--- src/rtl/stx_pkg.sv ---
package stx_pkg;
  typedef enum logic [1:0] {
    JM_NORMAL = 2'b00,
    JM_LEFT   = 2'b01,
    JM_RIGHT  = 2'b10,
    JM_RSVD   = 2'b11
  } just_e;

  localparam logic [7:0] A_CTRL = 8'h00;
  localparam logic [7:0] A_FRM  = 8'h08;
  localparam logic [7:0] A_LVL  = 8'h0C;
  localparam logic [7:0] A_DMA  = 8'h10;
  localparam logic [7:0] A_RUN  = 8'h1C;
  localparam logic [7:0] A_CLR  = 8'h20;
  localparam logic [7:0] A_TXD  = 8'h24;
  localparam logic [7:0] A_DIV  = 8'h38;
endpackage

--- src/rtl/stx_fifo.sv ---
module stx_fifo #(
  parameter int DW    = 32,
  parameter int DEPTH = 32,
  localparam int AW   = $clog2(DEPTH),
  localparam int LW   = $clog2(DEPTH + 1)
) (
  input  logic          clk_i,
  input  logic          rst_ni,
  input  logic          flush_i,
  input  logic          push_i,
  input  logic [DW-1:0] wdata_i,
  input  logic          pop_i,
  output logic [DW-1:0] rdata_o,
  output logic          empty_o,
  output logic          full_o,
  output logic [LW-1:0] level_o
);
  logic [DW-1:0] mem_q [DEPTH];
  logic [AW-1:0] wp_q, rp_q;
  logic [LW-1:0] level_q;
  logic          do_push, do_pop;

  assign empty_o = (level_q == '0);
  assign full_o  = (level_q == LW'(DEPTH));
  assign do_push = push_i && !full_o && !flush_i;
  assign do_pop  = pop_i && !empty_o && !flush_i;
  assign rdata_o = mem_q[rp_q];
  assign level_o = level_q;

  function automatic logic [AW-1:0] inc(input logic [AW-1:0] p);
    return (p == AW'(DEPTH - 1)) ? '0 : p + 1'b1;
  endfunction

  always_ff @(posedge clk_i) begin
    if (do_push) mem_q[wp_q] <= wdata_i;
  end

  always_ff @(posedge clk_i or negedge rst_ni) begin
    if (!rst_ni) begin
      wp_q    <= '0;
      rp_q    <= '0;
      level_q <= '0;
    end else if (flush_i) begin
      wp_q    <= '0;
      rp_q    <= '0;
      level_q <= '0;
    end else begin
      if (do_push) wp_q <= inc(wp_q);
      if (do_pop)  rp_q <= inc(rp_q);
      level_q <= level_q + LW'(do_push) - LW'(do_pop);
    end
  end


  no_overflow_chk: assert property (@(posedge clk_i) disable iff (!rst_ni)
    level_q <= LW'(DEPTH));


  full_drop_chk: assert property (@(posedge clk_i) disable iff (!rst_ni)
    (full_o && push_i && !pop_i && !flush_i) |=> full_o);
endmodule

--- src/rtl/stx_serializer.sv ---
module stx_serializer
  import stx_pkg::*;
#(
  parameter int DW = 32,
  parameter int CW = 8,
  localparam int WW = $clog2(DW),
  localparam int SW = CW + 2
) (
  input  logic          clk_i,
  input  logic          rst_ni,
  input  logic          run_i,
  input  logic          clr_i,
  input  logic [CW-1:0] div_i,
  input  logic [CW-1:0] frame_m1_i,
  input  logic [WW-1:0] width_m1_i,
  input  just_e         mode_i,
  input  logic          lsb_i,
  input  logic [DW-1:0] head_i,
  input  logic          empty_i,
  output logic          pop_o,
  output logic          urun_o,
  output logic          sclk_o,
  output logic          sdo_o,
  output logic          fs_o
);
  logic [CW-1:0] cnt_q, idx_q;
  logic          sclk_q, primed_q, sdo_q, fs_q;
  logic [DW-1:0] word_q, cur_word;

  logic [CW:0]          half, idx_x, j;
  logic                 second, slot_start, tick, in_rng, bit_val, fs_val;
  logic signed [SW-1:0] half_s, wid_s, j_s, off_s, pos_s, bidx_s;

  assign half   = ({1'b0, frame_m1_i} + 1'b1) >> 1;
  assign idx_x  = {1'b0, idx_q};
  assign second = (idx_x >= half);
  assign j      = second ? idx_x - half : idx_x;
  assign slot_start = (idx_x == '0) || (idx_x == half);

  assign half_s = $signed({1'b0, half});
  assign j_s    = $signed({1'b0, j});
  assign wid_s  = $signed(SW'(width_m1_i)) + 1;

  always_comb begin
    unique case (mode_i)
      JM_LEFT:  off_s = '0;
      JM_RIGHT: off_s = half_s - wid_s;
      default:  off_s = 1;
    endcase
  end

  assign pos_s  = j_s - off_s;
  assign in_rng = (pos_s >= 0) && (pos_s < wid_s);
  assign bidx_s = lsb_i ? pos_s : (wid_s - 1 - pos_s);
  assign cur_word = slot_start ? (empty_i ? '0 : head_i) : word_q;

  always_comb begin
    bit_val = 1'b0;
    for (int k = 0; k < DW; k++)
      if (bidx_s == $signed(SW'(k))) bit_val = cur_word[k];
  end

  assign fs_val = (mode_i == JM_LEFT || mode_i == JM_RIGHT) ? !second : second;
  assign tick   = run_i && !clr_i && (!primed_q || (cnt_q == div_i && sclk_q));
  assign pop_o  = tick && slot_start && !empty_i;
  assign urun_o = tick && slot_start && empty_i;

  always_ff @(posedge clk_i or negedge rst_ni) begin
    if (!rst_ni) begin
      cnt_q <= '0; idx_q <= '0; word_q <= '0;
      sclk_q <= 1'b0; primed_q <= 1'b0; sdo_q <= 1'b0; fs_q <= 1'b0;
    end else if (clr_i) begin
      cnt_q <= '0; idx_q <= '0; word_q <= '0;
      sclk_q <= 1'b0; primed_q <= 1'b0; sdo_q <= 1'b0; fs_q <= 1'b0;
    end else if (!run_i) begin
      cnt_q <= '0; sclk_q <= 1'b0; primed_q <= 1'b0;
      sdo_q <= 1'b0; fs_q <= 1'b0;
    end else begin
      if (!primed_q) begin
        primed_q <= 1'b1;
        cnt_q    <= '0;
      end else if (cnt_q == div_i) begin
        cnt_q  <= '0;
        sclk_q <= ~sclk_q;
      end else begin
        cnt_q <= cnt_q + 1'b1;
      end
      if (tick) begin
        sdo_q  <= in_rng & bit_val;
        fs_q   <= fs_val;
        word_q <= cur_word;
        idx_q  <= (idx_q == frame_m1_i) ? '0 : idx_q + 1'b1;
      end
    end
  end

  assign sclk_o = sclk_q;
  assign sdo_o  = sdo_q;
  assign fs_o   = fs_q;


  sclk_idle_chk: assert property (@(posedge clk_i) disable iff (!rst_ni)
    !run_i |=> !sclk_o);


  sdo_phase_chk: assert property (@(posedge clk_i) disable iff (!rst_ni)
    !$stable(sdo_o) |-> !sclk_o);
endmodule

--- src/rtl/stx_regs.sv ---
module stx_regs
  import stx_pkg::*;
#(
  parameter int DW    = 32,
  parameter int CW    = 8,
  parameter int DEPTH = 32,
  localparam int WW   = $clog2(DW),
  localparam int MW   = $clog2(DEPTH),
  localparam int LW   = $clog2(DEPTH + 1)
) (
  input  logic          clk_i,
  input  logic          rst_ni,
  input  logic          bus_wr_i,
  input  logic [7:0]    bus_addr_i,
  input  logic [DW-1:0] bus_wdata_i,
  output logic [31:0]   bus_rdata_o,
  input  logic [LW-1:0] level_i,
  input  logic          urun_i,
  output logic [WW-1:0] width_m1_o,
  output just_e         mode_o,
  output logic          lsb_o,
  output logic [CW-1:0] frame_m1_o,
  output logic [CW-1:0] div_o,
  output logic [MW-1:0] wm_o,
  output logic          dma_en_o,
  output logic          run_o,
  output logic          clr_o,
  output logic          push_o,
  output logic          urun_flag_o
);
  logic [CW:0] clr_cnt_q, clr_last;
  logic        clr_q, urun_q;

  assign clr_last = {div_o, 1'b1};
  assign push_o   = bus_wr_i && (bus_addr_i == A_TXD);

  always_ff @(posedge clk_i or negedge rst_ni) begin
    if (!rst_ni) begin
      width_m1_o <= '1;
      mode_o     <= JM_NORMAL;
      lsb_o      <= 1'b0;
      frame_m1_o <= CW'(63);
      div_o      <= '0;
      wm_o       <= '0;
      dma_en_o   <= 1'b0;
      run_o      <= 1'b0;
      clr_q      <= 1'b0;
      clr_cnt_q  <= '0;
      urun_q     <= 1'b0;
    end else begin
      if (clr_q) begin
        if (clr_cnt_q == clr_last) clr_q <= 1'b0;
        else clr_cnt_q <= clr_cnt_q + 1'b1;
      end
      if (clr_q) urun_q <= 1'b0;
      else if (urun_i) urun_q <= 1'b1;
      if (bus_wr_i) begin
        unique case (bus_addr_i)
          A_CTRL: begin
            width_m1_o <= bus_wdata_i[WW-1:0];
            mode_o     <= just_e'(bus_wdata_i[10:9]);
            lsb_o      <= bus_wdata_i[11];
          end
          A_FRM: frame_m1_o <= bus_wdata_i[CW-1:0];
          A_DIV: div_o      <= bus_wdata_i[CW-1:0];
          A_DMA: begin
            wm_o     <= bus_wdata_i[MW-1:0];
            dma_en_o <= bus_wdata_i[8];
          end
          A_RUN: run_o <= bus_wdata_i[0];
          A_CLR: if (bus_wdata_i[0] && !clr_q) begin
            clr_q     <= 1'b1;
            clr_cnt_q <= '0;
          end
          default: ;
        endcase
      end
    end
  end

  always_comb begin
    bus_rdata_o = '0;
    unique case (bus_addr_i)
      A_CTRL: begin
        bus_rdata_o[WW-1:0] = width_m1_o;
        bus_rdata_o[10:9]   = mode_o;
        bus_rdata_o[11]     = lsb_o;
      end
      A_FRM: bus_rdata_o[CW-1:0] = frame_m1_o;
      A_DIV: bus_rdata_o[CW-1:0] = div_o;
      A_LVL: begin
        bus_rdata_o[LW-1:0] = level_i;
        bus_rdata_o[16]     = urun_q;
      end
      A_DMA: begin
        bus_rdata_o[MW-1:0] = wm_o;
        bus_rdata_o[8]      = dma_en_o;
      end
      A_RUN: bus_rdata_o[0] = run_o;
      A_CLR: bus_rdata_o[0] = clr_q;
      default: ;
    endcase
  end

  assign clr_o       = clr_q;
  assign urun_flag_o = urun_q;


  clr_min_chk: assert property (@(posedge clk_i) disable iff (!rst_ni)
    $rose(clr_q) |=> clr_q);
endmodule

--- src/rtl/stx_engine.sv ---
module stx_engine
  import stx_pkg::*;
#(
  parameter int DATA_W     = 32,
  parameter int FIFO_DEPTH = 32,
  parameter int CNT_W      = 8,
  localparam int WW        = $clog2(DATA_W),
  localparam int MW        = $clog2(FIFO_DEPTH),
  localparam int LW        = $clog2(FIFO_DEPTH + 1)
) (
  input  logic              clk_i,
  input  logic              rst_ni,
  input  logic              bus_wr_i,
  input  logic [7:0]        bus_addr_i,
  input  logic [DATA_W-1:0] bus_wdata_i,
  output logic [31:0]       bus_rdata_o,
  output logic              sclk_o,
  output logic              sdo_o,
  output logic              fs_o,
  output logic              dma_req_o
);
  logic [WW-1:0]     width_m1;
  just_e             mode;
  logic              lsb, dma_en, run, clr, push, pop, urun, urun_flag;
  logic              empty, full;
  logic [CNT_W-1:0]  frame_m1, div;
  logic [MW-1:0]     wm;
  logic [LW-1:0]     level;
  logic [DATA_W-1:0] head;

  stx_regs #(.DW(DATA_W), .CW(CNT_W), .DEPTH(FIFO_DEPTH)) u_regs (
    .clk_i, .rst_ni, .bus_wr_i, .bus_addr_i, .bus_wdata_i, .bus_rdata_o,
    .level_i(level), .urun_i(urun),
    .width_m1_o(width_m1), .mode_o(mode), .lsb_o(lsb),
    .frame_m1_o(frame_m1), .div_o(div), .wm_o(wm), .dma_en_o(dma_en),
    .run_o(run), .clr_o(clr), .push_o(push), .urun_flag_o(urun_flag)
  );

  stx_fifo #(.DW(DATA_W), .DEPTH(FIFO_DEPTH)) u_fifo (
    .clk_i, .rst_ni, .flush_i(clr), .push_i(push), .wdata_i(bus_wdata_i),
    .pop_i(pop), .rdata_o(head), .empty_o(empty), .full_o(full),
    .level_o(level)
  );

  stx_serializer #(.DW(DATA_W), .CW(CNT_W)) u_ser (
    .clk_i, .rst_ni, .run_i(run), .clr_i(clr), .div_i(div),
    .frame_m1_i(frame_m1), .width_m1_i(width_m1), .mode_i(mode),
    .lsb_i(lsb), .head_i(head), .empty_i(empty), .pop_o(pop),
    .urun_o(urun), .sclk_o, .sdo_o, .fs_o
  );

  assign dma_req_o = dma_en && run && (level <= {1'b0, wm});


  urun_sticky_chk: assert property (@(posedge clk_i) disable iff (!rst_ni)
    urun |=> urun_flag);


  clr_flush_chk: assert property (@(posedge clk_i) disable iff (!rst_ni)
    clr |=> (level == '0));


  full_stays_chk: assert property (@(posedge clk_i) disable iff (!rst_ni)
    (full && !pop && !clr) |=> full);
endmodule

--- config.mk ---
export PLATFORM = sky130hd
export DESIGN_NAME = stx_engine
export DESIGN_NICKNAME = d
export VERILOG_FILES = /design/src/rtl/stx_pkg.sv /design/src/rtl/stx_fifo.sv /design/src/rtl/stx_serializer.sv /design/src/rtl/stx_regs.sv /design/src/rtl/stx_engine.sv
export SDC_FILE = /design/constraint.sdc
export NUM_CORES = 1
export LEC_CHECK = 0
export ABC_AREA = 1
export BUFFER_PORTS_ARGS = -buffer_cell sky130_fd_sc_hd__clkbuf_2
export CAP_MARGIN = 20
export CORE_MARGIN = 5
export CORE_UTILIZATION = 40
export DETAILED_ROUTE_END_ITERATION = 8
export PLACE_DENSITY = 0.62
export SYNTH_ARGS = -nofsm -noshare
export SYNTH_HDL_FRONTEND = slang
export SYNTH_SLANG_ARGS = --single-unit
export TNS_END_PERCENT = 20
--- constraint.sdc ---
create_clock -name clk_i -period 10.15 [get_ports clk_i]
set_input_delay 1.015 -clock clk_i [delete_from_list [all_inputs] [get_ports clk_i]]
set_output_delay 1.015 -clock clk_i [all_outputs]
set_load 0.02 [all_outputs]
==> results of run 1 <==
[worst max-delay path by stage]
stage / from / endpoint / slack [ns] / depth (start not counted)
final: u_regs.frame_m1_o[1]$_DFFE_PN1P_ / u_ser.sdo_o$_DFFE_PN0P_ / 3.16 / 49
after global routing: u_regs.frame_m1_o[1]$_DFFE_PN1P_ / u_ser.sdo_o$_DFFE_PN0P_ / 2.36 / 49
after detailed placement: u_regs.frame_m1_o[1]$_DFFE_PN1P_ / u_ser.sdo_o$_DFFE_PN0P_ / 3.22 / 52
after CTS: u_regs.frame_m1_o[1]$_DFFE_PN1P_ / u_ser.sdo_o$_DFFE_PN0P_ / 3.19 / 52
after global placement: u_regs.frame_m1_o[1]$_DFFE_PN1P_ / u_ser.sdo_o$_DFFE_PN0P_ / 3.25 / 46
after floorplan: u_regs.frame_m1_o[1]$_DFFE_PN1P_ / u_ser.sdo_o$_DFFE_PN0P_ / 4.23 / 53
[through the flow]
stage	instance area (µm²)	util, %
6_report	54400	44.8
3_3_place_gp	50500	41.5
5_1_grt	54400	44.8
4_1_cts	54400	44.8
2_1_floorplan	48900	-
3_5_place_dp	50500	41.5
[layout make-up]
cell class	instances	area, µm²	share of cell area (%)
repair buffers	121	788	1.45
diodes	1	2.50	0.00460
flip-flops and latches	1134	33500	61.6
clock inverters	87	961	1.77
well taps	1625	2030	3.74
clock buffers	131	2950	5.42
multi-input cells	2516	13300	24.5
inverters	207	800	1.47
[where the power goes]
part	internal, mW	total (mW)	switching [mW]
Clock	2.59	4.40	1.81
Combinational	0.188	0.677	0.490
Sequential	5.12	5.15	0.0320
[per-layer routing]
layer	wire, µm	part of all wire (%)	global-route usage (%)	up-vias
met2	64900	47	33.5	1442
met3	11000	8.0	3.14	253
met1	57800	42	28.8	16490
met5	0	0	0	-
met4	4290	3.1	6.44	0
li1	-	-	-	14942
[logic make-up after synthesis]
logic type / after synthesis / share of synthesized area [%]
and+or+nand+nor: 1527 / 13.4
DFF: 1134 / 68.7
AOI/OAI and AO/OA: 863 / 10.8
buffers and inverters: 478 / 4.58
adders and majority gates: 64 / 1.72
xor gates and xnor gates: 42 / 0.785
other: 1 / 0.00769
muxes: 1 / 0.0205
[synth_stat cells, drive strengths merged, types with 5 or more instances]
library cell	n
edfxtp	1024
nor2	577
o21ai	554
nand2	486
nand3	395
o221ai	216
inv	203
buf	168
clkbuf	103
dfrtp	99
ha	59
a21oi	38
xor2	32
nand4	28
o22ai	19
nor3	14
nand3b	13
dfstp	11
xnor2	10
a41oi	7
nor4	6
or2	6
a2111oi	5
a221oi	5
fa	5
o211ai	5
[state kept, by name, summed over array words and instances, names as in the netlist, 2 cells and up]
signal and flops:
u_regs.mode_o 2, u_fifo.wp_q 5, u_fifo.rp_q 5, u_fifo.level_o 6, u_ser.word_q 32, u_ser.cnt_q 8, u_regs.width_m1_o 5, u_regs.wm_o 5
u_regs.frame_m1_o 8, u_regs.clr_cnt_q 9, u_fifo.mem_q 1024, u_ser.idx_q 8, u_regs.div_o 8
==> impl_metrics.ini, run 1 <==
[synth]
synthCells = 4110
synthDistinctLibCells = 56
yosysWarningCount = 0
synth_edf_count = 1024
synth_top_area_share_pct = 63.0
async_reset_ff_share_pct = 9.70
synth_top_area_cell = edfxtp_1
ys_seq_area_share_pct = 68.7
synth_area_per_cell_um2 = 11.9
ys.flop_type = edfxtp_1
yosys_register_bits = 1134
syn-cell-area_um2 = 48800
synth_area_leaders = edfxtp_1 (63%), o21ai_0 (5.5%), dfrtp_1 (5.1%)

[floorplan]
io_pins = 79
die_area_um2 = 129000
core-area_um2 = 122000
start_util_pct = 40.1
rows = 128
die_h_um = 359
die_w_um = 359

[worst_setup_path]
ff2ff_setup_slack_ns = 3.16
worstPathMaxFanout = 14
worst_r2r_endpoint = u_ser.sdo_o$_DFFE_PN0P_
worstPathRequired_ns = 10.81
cp_top_family = simple AND/OR/NAND/NOR gates
timing.rr.start = u_regs.frame_m1_o[1]$_DFFE_PN1P_
cp_num_buf_inv = 5
cp_slowest_cell = dfstp_2
criticalPathCategory = flip-flop to flip-flop
reg2regPathDepth = 49
arrival_ns = 7.65
max_stage_delay_ns = 0.60
setup.worst_path.start_class = flip-flop
critPathCaptureType = flip-flop
cp_common_cell = nand2_1

[routing]
vias = 33127
route.detailed.drc = 0
drt-total-wl_um = 138000
drt-pass1-iter-count = 6
drt_iter0_markers = 3695
wire_per_inst_um = 23.7
via_per_inst = 5.69
postRouteAntennaNets = 0

[cells_and_area]
finalNonFillerCells = 5822
layout_commonest_cell = edfxtp_1
drive_gt1_share_pct = 9.29
nFillCells = 11029
area_growth_pct = 11.5
final_cell_mix = edfxtp_1 (1024), nor2_1 (540), o21ai_0 (534)
layout.nets = 4202

[cts]
cts_hold_buf = 0
clock_sinks = 1134
cts_tree = yes
cts_max_level = 3
clkTransAtPathRegs_ns = 0.07
cts-resized-gates = 0
post_cts_buffers = 0
cts_buffers = 115
cts-root-buf = clkbuf_16
cts_buffer_depth = 3
clock_latency_ns = 0.72

[placement]
post-place-ws_ns = 3.22
place.gp.congestion = 0.873
port_buffers = 59
hpwl_um = 71700
place_inst = 5603

[timing]
setup_violations = 0
post-route-min-period_ns = 6.99
period_share_pct = 68.9
max-slew-margin-rel_pct = 27.7
setup-tns-final_ns = 0
fmax_mhz = 143
rsz0062_at_grt = false
hold_viol = 0
max_slew.worst_pin.slew_ns = 1.08
whs_ns = 0.292
skew_ns = 0.0381
setup_ws_ns = 3.16
slew_violations = 0

[global_route]
first_global_vias = 31682
grt_max_degree = 195
grt.overflow.total = 0
antenna_found_initial = 2
grt_usage_pct = 20.6
grt_first_pass_wirelength_um = 205000

[job]
drv_cap = 0

[power]
ir_drop_mv = 0.149
totalPowerFinal_mw = 10.2
leakage_nw = 18.8
power_density_nw_per_um2 = 188

[run_status]
status = complete, no violations

[min_path]
min_path_type = input pin to asynchronous set/reset pin
(Power assumes the default switching activity.)
==> inputs of run 2 (changes only) <==
--- a/config.mk
+++ b/config.mk
@@ -5,13 +5,13 @@
 export SDC_FILE = /design/constraint.sdc
 export NUM_CORES = 1
 export LEC_CHECK = 0
-export ABC_AREA = 1
+export ABC_AREA = 0
 export BUFFER_PORTS_ARGS = -buffer_cell sky130_fd_sc_hd__clkbuf_2
 export CAP_MARGIN = 20
 export CORE_MARGIN = 5
 export CORE_UTILIZATION = 40
 export DETAILED_ROUTE_END_ITERATION = 8
-export PLACE_DENSITY = 0.62
+export PLACE_DENSITY = 0.64
 export SYNTH_ARGS = -nofsm -noshare
 export SYNTH_HDL_FRONTEND = slang
 export SYNTH_SLANG_ARGS = --single-unit
==> constraint.sdc (replaced) <==
create_clock -name clk_i -period 5.93 [get_ports clk_i]
set_input_delay 0.593 -clock clk_i [delete_from_list [all_inputs] [get_ports clk_i]]
set_output_delay 0.593 -clock clk_i [all_outputs]
set_load 0.02 [all_outputs]
==> run 2 against run 1 <==
Net effect:
- the flow now finishes with violations (setup timing)
- clock-buffer cell count rose by 7
- utilization rose by 1.8 points
- wire length fell by 9.7%
- register-to-register slack got worse by 3.5 ns
- final area rose by 2.2%
- clock power rose by 64%
- power rose by 120%
- combinational power rose to 9.3 times the previous value
- area after synthesis fell by 1.8%
- hold slack got worse by 0.051 ns
- synthesized cell count fell by 35%
- global-route usage fell by 1.2 points
- critical endpoint unchanged
==> impl_metrics.ini, run 2 <==
[cts]
clock_latency_ns = 0.73
cts-root-buf = clkbuf_16
cts_tree = yes
clkTransAtPathRegs_ns = 0.06
clock_sinks = 1134
cts_buffers = 115
cts_max_level = 3
cts_buffer_depth = 3

[synth]
yosys.area_share.simple_pct = 4.99
synthDistinctLibCells = 96
synth_top_area_share_pct = 64.2
syn-cell-area_um2 = 47900
async_reset_ff_share_pct = 9.70
synthCells = 2682
yosysWarningCount = 0
ys_seq_area_share_pct = 69.9
synth_area_leaders = edfxtp_1 (64%), mux4_2 (9.9%), dfrtp_1 (5.2%)
synth_area_per_cell_um2 = 17.9
muxShareOfSynthArea_pct = 14.0
ys_top_cells_by_count = edfxtp_1 (1024), mux4_2 (211), nor2_1 (157)
synth_top_family_by_area = multiplexers
synth_fa_ha_area_share_pct = 1.77
synth_compound_area_share_pct = 5.40
yosysMostFrequentCell = edfxtp_1
synthXorXnorAreaFrac_pct = 1.35
synth_top_area_cell = edfxtp_1
ys.flop_type = edfxtp_1
synth_edf_count = 1024
yosys_register_bits = 1134

[global_route]
first_global_vias = 27033
grt.overflow.total = 0
antenna_found_initial = 9
grt_first_pass_wirelength_um = 182000
grt_usage_pct = 19.5
grt_max_degree = 74

[placement]
port_buffers = 59
hpwl_um = 75900
place_inst = 4400
place.gp.congestion = 0.892
place_area_um2 = 51300

[floorplan]
die_w_um = 356
die_area_um2 = 127000
core-area_um2 = 119000
start_util_pct = 40.1
io_pins = 79
die_h_um = 356
rows = 127

[cells_and_area]
final_cell_mix = edfxtp_1 (1024), mux4_2 (211), buf_4 (181)
multiInputGateArea_um2 = 13900
nFillCells = 10051
final_util_pct = 46.5
design_area_um2 = 55600
regMostFlops = u_fifo.mem_q
layout_commonest_cell = edfxtp_1
layout.nets = 3041
drive_gt1_share_pct = 27.0
area_growth_pct = 16.0
largest_reg_flops = 1024
top_regs = u_fifo.mem_q x1024, u_ser.word_q x32, u_regs.clr_cnt_q x9
finalNonFillerCells = 4650
final-seq-area_um2 = 33500

[timing]
rsz0062_at_grt = true
setup_violations = 1
post-route-min-period_ns = 6.30
fmax_mhz = 159
slew_violations = 0
hold_viol = 0
max_slew.worst_pin.slew_ns = 1.15
skew_ns = 0.0610
period_share_pct = 106
max-slew-margin-rel_pct = 23.4
setup-tns-final_ns = -0.370
setup_ws_ns = -0.370

[worst_setup_path]
arrival_ns = 6.92
worstPathRequired_ns = 6.55
critPathCaptureType = flip-flop
max_stage_delay_ns = 0.58
timing.rr.start = u_regs.frame_m1_o[0]$_DFFE_PN1P_
setup.worst_path.start_class = flip-flop
cp_top_family = compound AO/OA/AOI/OAI gates
startpoint = u_regs.frame_m1_o[0]$_DFFE_PN1P_
cp_num_buf_inv = 3
cp_slowest_cell = dfstp_2
worstPathMaxFanout = 5
criticalPathCategory = flip-flop to flip-flop

[power]
power_density_nw_per_um2 = 408
ir_drop_mv = 0.283
swShare_pct = 29.3
pwr-share-seq_pct = 40.4
totalPowerFinal_mw = 22.7
p_int_mw = 16.0
switching_power_mw = 6.64
leakage_nw = 18.6
p_comb_share_pct = 27.9
clockPowerShare_pct = 31.8

[routing]
wire_per_inst_um = 26.8
drt-total-wl_um = 124000
vias = 26728
via_per_inst = 5.75
drt_iter0_markers = 3140
drt-pass1-iter-count = 9
postRouteAntennaNets = 0
route.detailed.drc = 0

[run_status]
violations = setup timing
status = complete, but fails checks

[min_path]
hold_start = bus_wr_i
min_path_type = input pin to flip-flop

[job]
drv_cap = 0
==> run 2: cell count changes in the layout (fill, tap and decap cells not counted), moves of 30 or more <==
cell / previous run / this run
inv_1: 193 / 40
nand2_1: 472 / 132
mux4_1: 0 / 32
mux2_2: 0 / 42
o21ai_0: 534 / 49
a22oi_1: 0 / 30
buf_4: 61 / 181
o221ai_1: 216 / 4
mux2i_1: 1 / 63
mux4_2: 0 / 211
nor2_1: 540 / 118
nand3_1: 391 / 42
==> run 2: cell families after synthesis <==
family                   Yosys count
flip-flops                      1134
AND/OR/NAND/NOR                  499
AO/OA/AOI/OAI                    362
multiplexers                     350
buffers and inverters            199
XOR/XNOR                          72
adder cells (fa/ha/maj)           65
other                              1
==> run 2: worst min-delay path, cell delays in order <==
cell	delay, ns
clkbuf_2	0.15
nand2_1	0.10
o21ai_0	0.07
==> run 2: through the flow <==
stage / hold slack [ns] / setup slack (ns)
detailed placement: 0.500 / -0.514
global route: 0.254 / -0.619
finish: 0.242 / -0.370
CTS: 0.188 / -0.249
global placement: 0.494 / -0.445
floorplan: 0.297 / -0.301
==> run 2: power by group through the flow <==
stage / combinational (mW) / sequential, mW / clock (mW)
detailed placement: 6.00 / 9.32 / 0
CTS: 6.23 / 9.16 / 7.33
global placement: 5.92 / 9.31 / 0
finish: 6.32 / 9.16 / 7.20
global route: 6.84 / 9.18 / 7.66
floorplan: 4.29 / 9.13 / 0
==> run 2: repair_timing <==
action	4_1_cts	5_1_grt
pin swaps	38	31
endpoints found under the setup margin	1	5
gates resized for setup	35	24
hold buffers	1	0
hold endpoints to repair	45	0
setup buffers	23	5
==> run 2: final timing paths <==
kind | end | slack [ns] | depth (start not counted)
max in group asynchronous | u_fifo.rp_q[1]$_DFFE_PN0P_ | 4.14 | 3
setup / recovery | u_ser.sdo_o$_DFFE_PN0P_ | -0.37 | 27
hold / removal | u_regs.run_o$_DFFE_PN0P_ | 0.24 | 3
setup reg to reg | u_ser.sdo_o$_DFFE_PN0P_ | -0.37 | 27
min in group asynchronous | u_ser.idx_q[2]$_DFFE_PN0P_ | 0.54 | 2
hold reg to reg | u_ser.fs_o$_DFFE_PN0P_ | 0.50 | 1
==> run 2: layout make-up <==
class                           instances  area share, %
Inverter                               47          0.331
Multi-Input combinational cell       1367           24.9
Clock inverter                         77           1.42
Antenna cell                            6         0.0270
Timing Repair Buffer                  269           4.01
Tap cell                             1612           3.63
Clock buffer                          138           5.33
Sequential cell                      1134           60.3
==> run 2: per-layer routing <==
metal	global-route usage, %	vias up	part of all wire (%)
met4	5.38	4	2.5
met1	27.0	14003	41
met5	0	-	0.017
met3	3.82	184	8.6
li1	-	11325	-
met2	31.7	1212	48
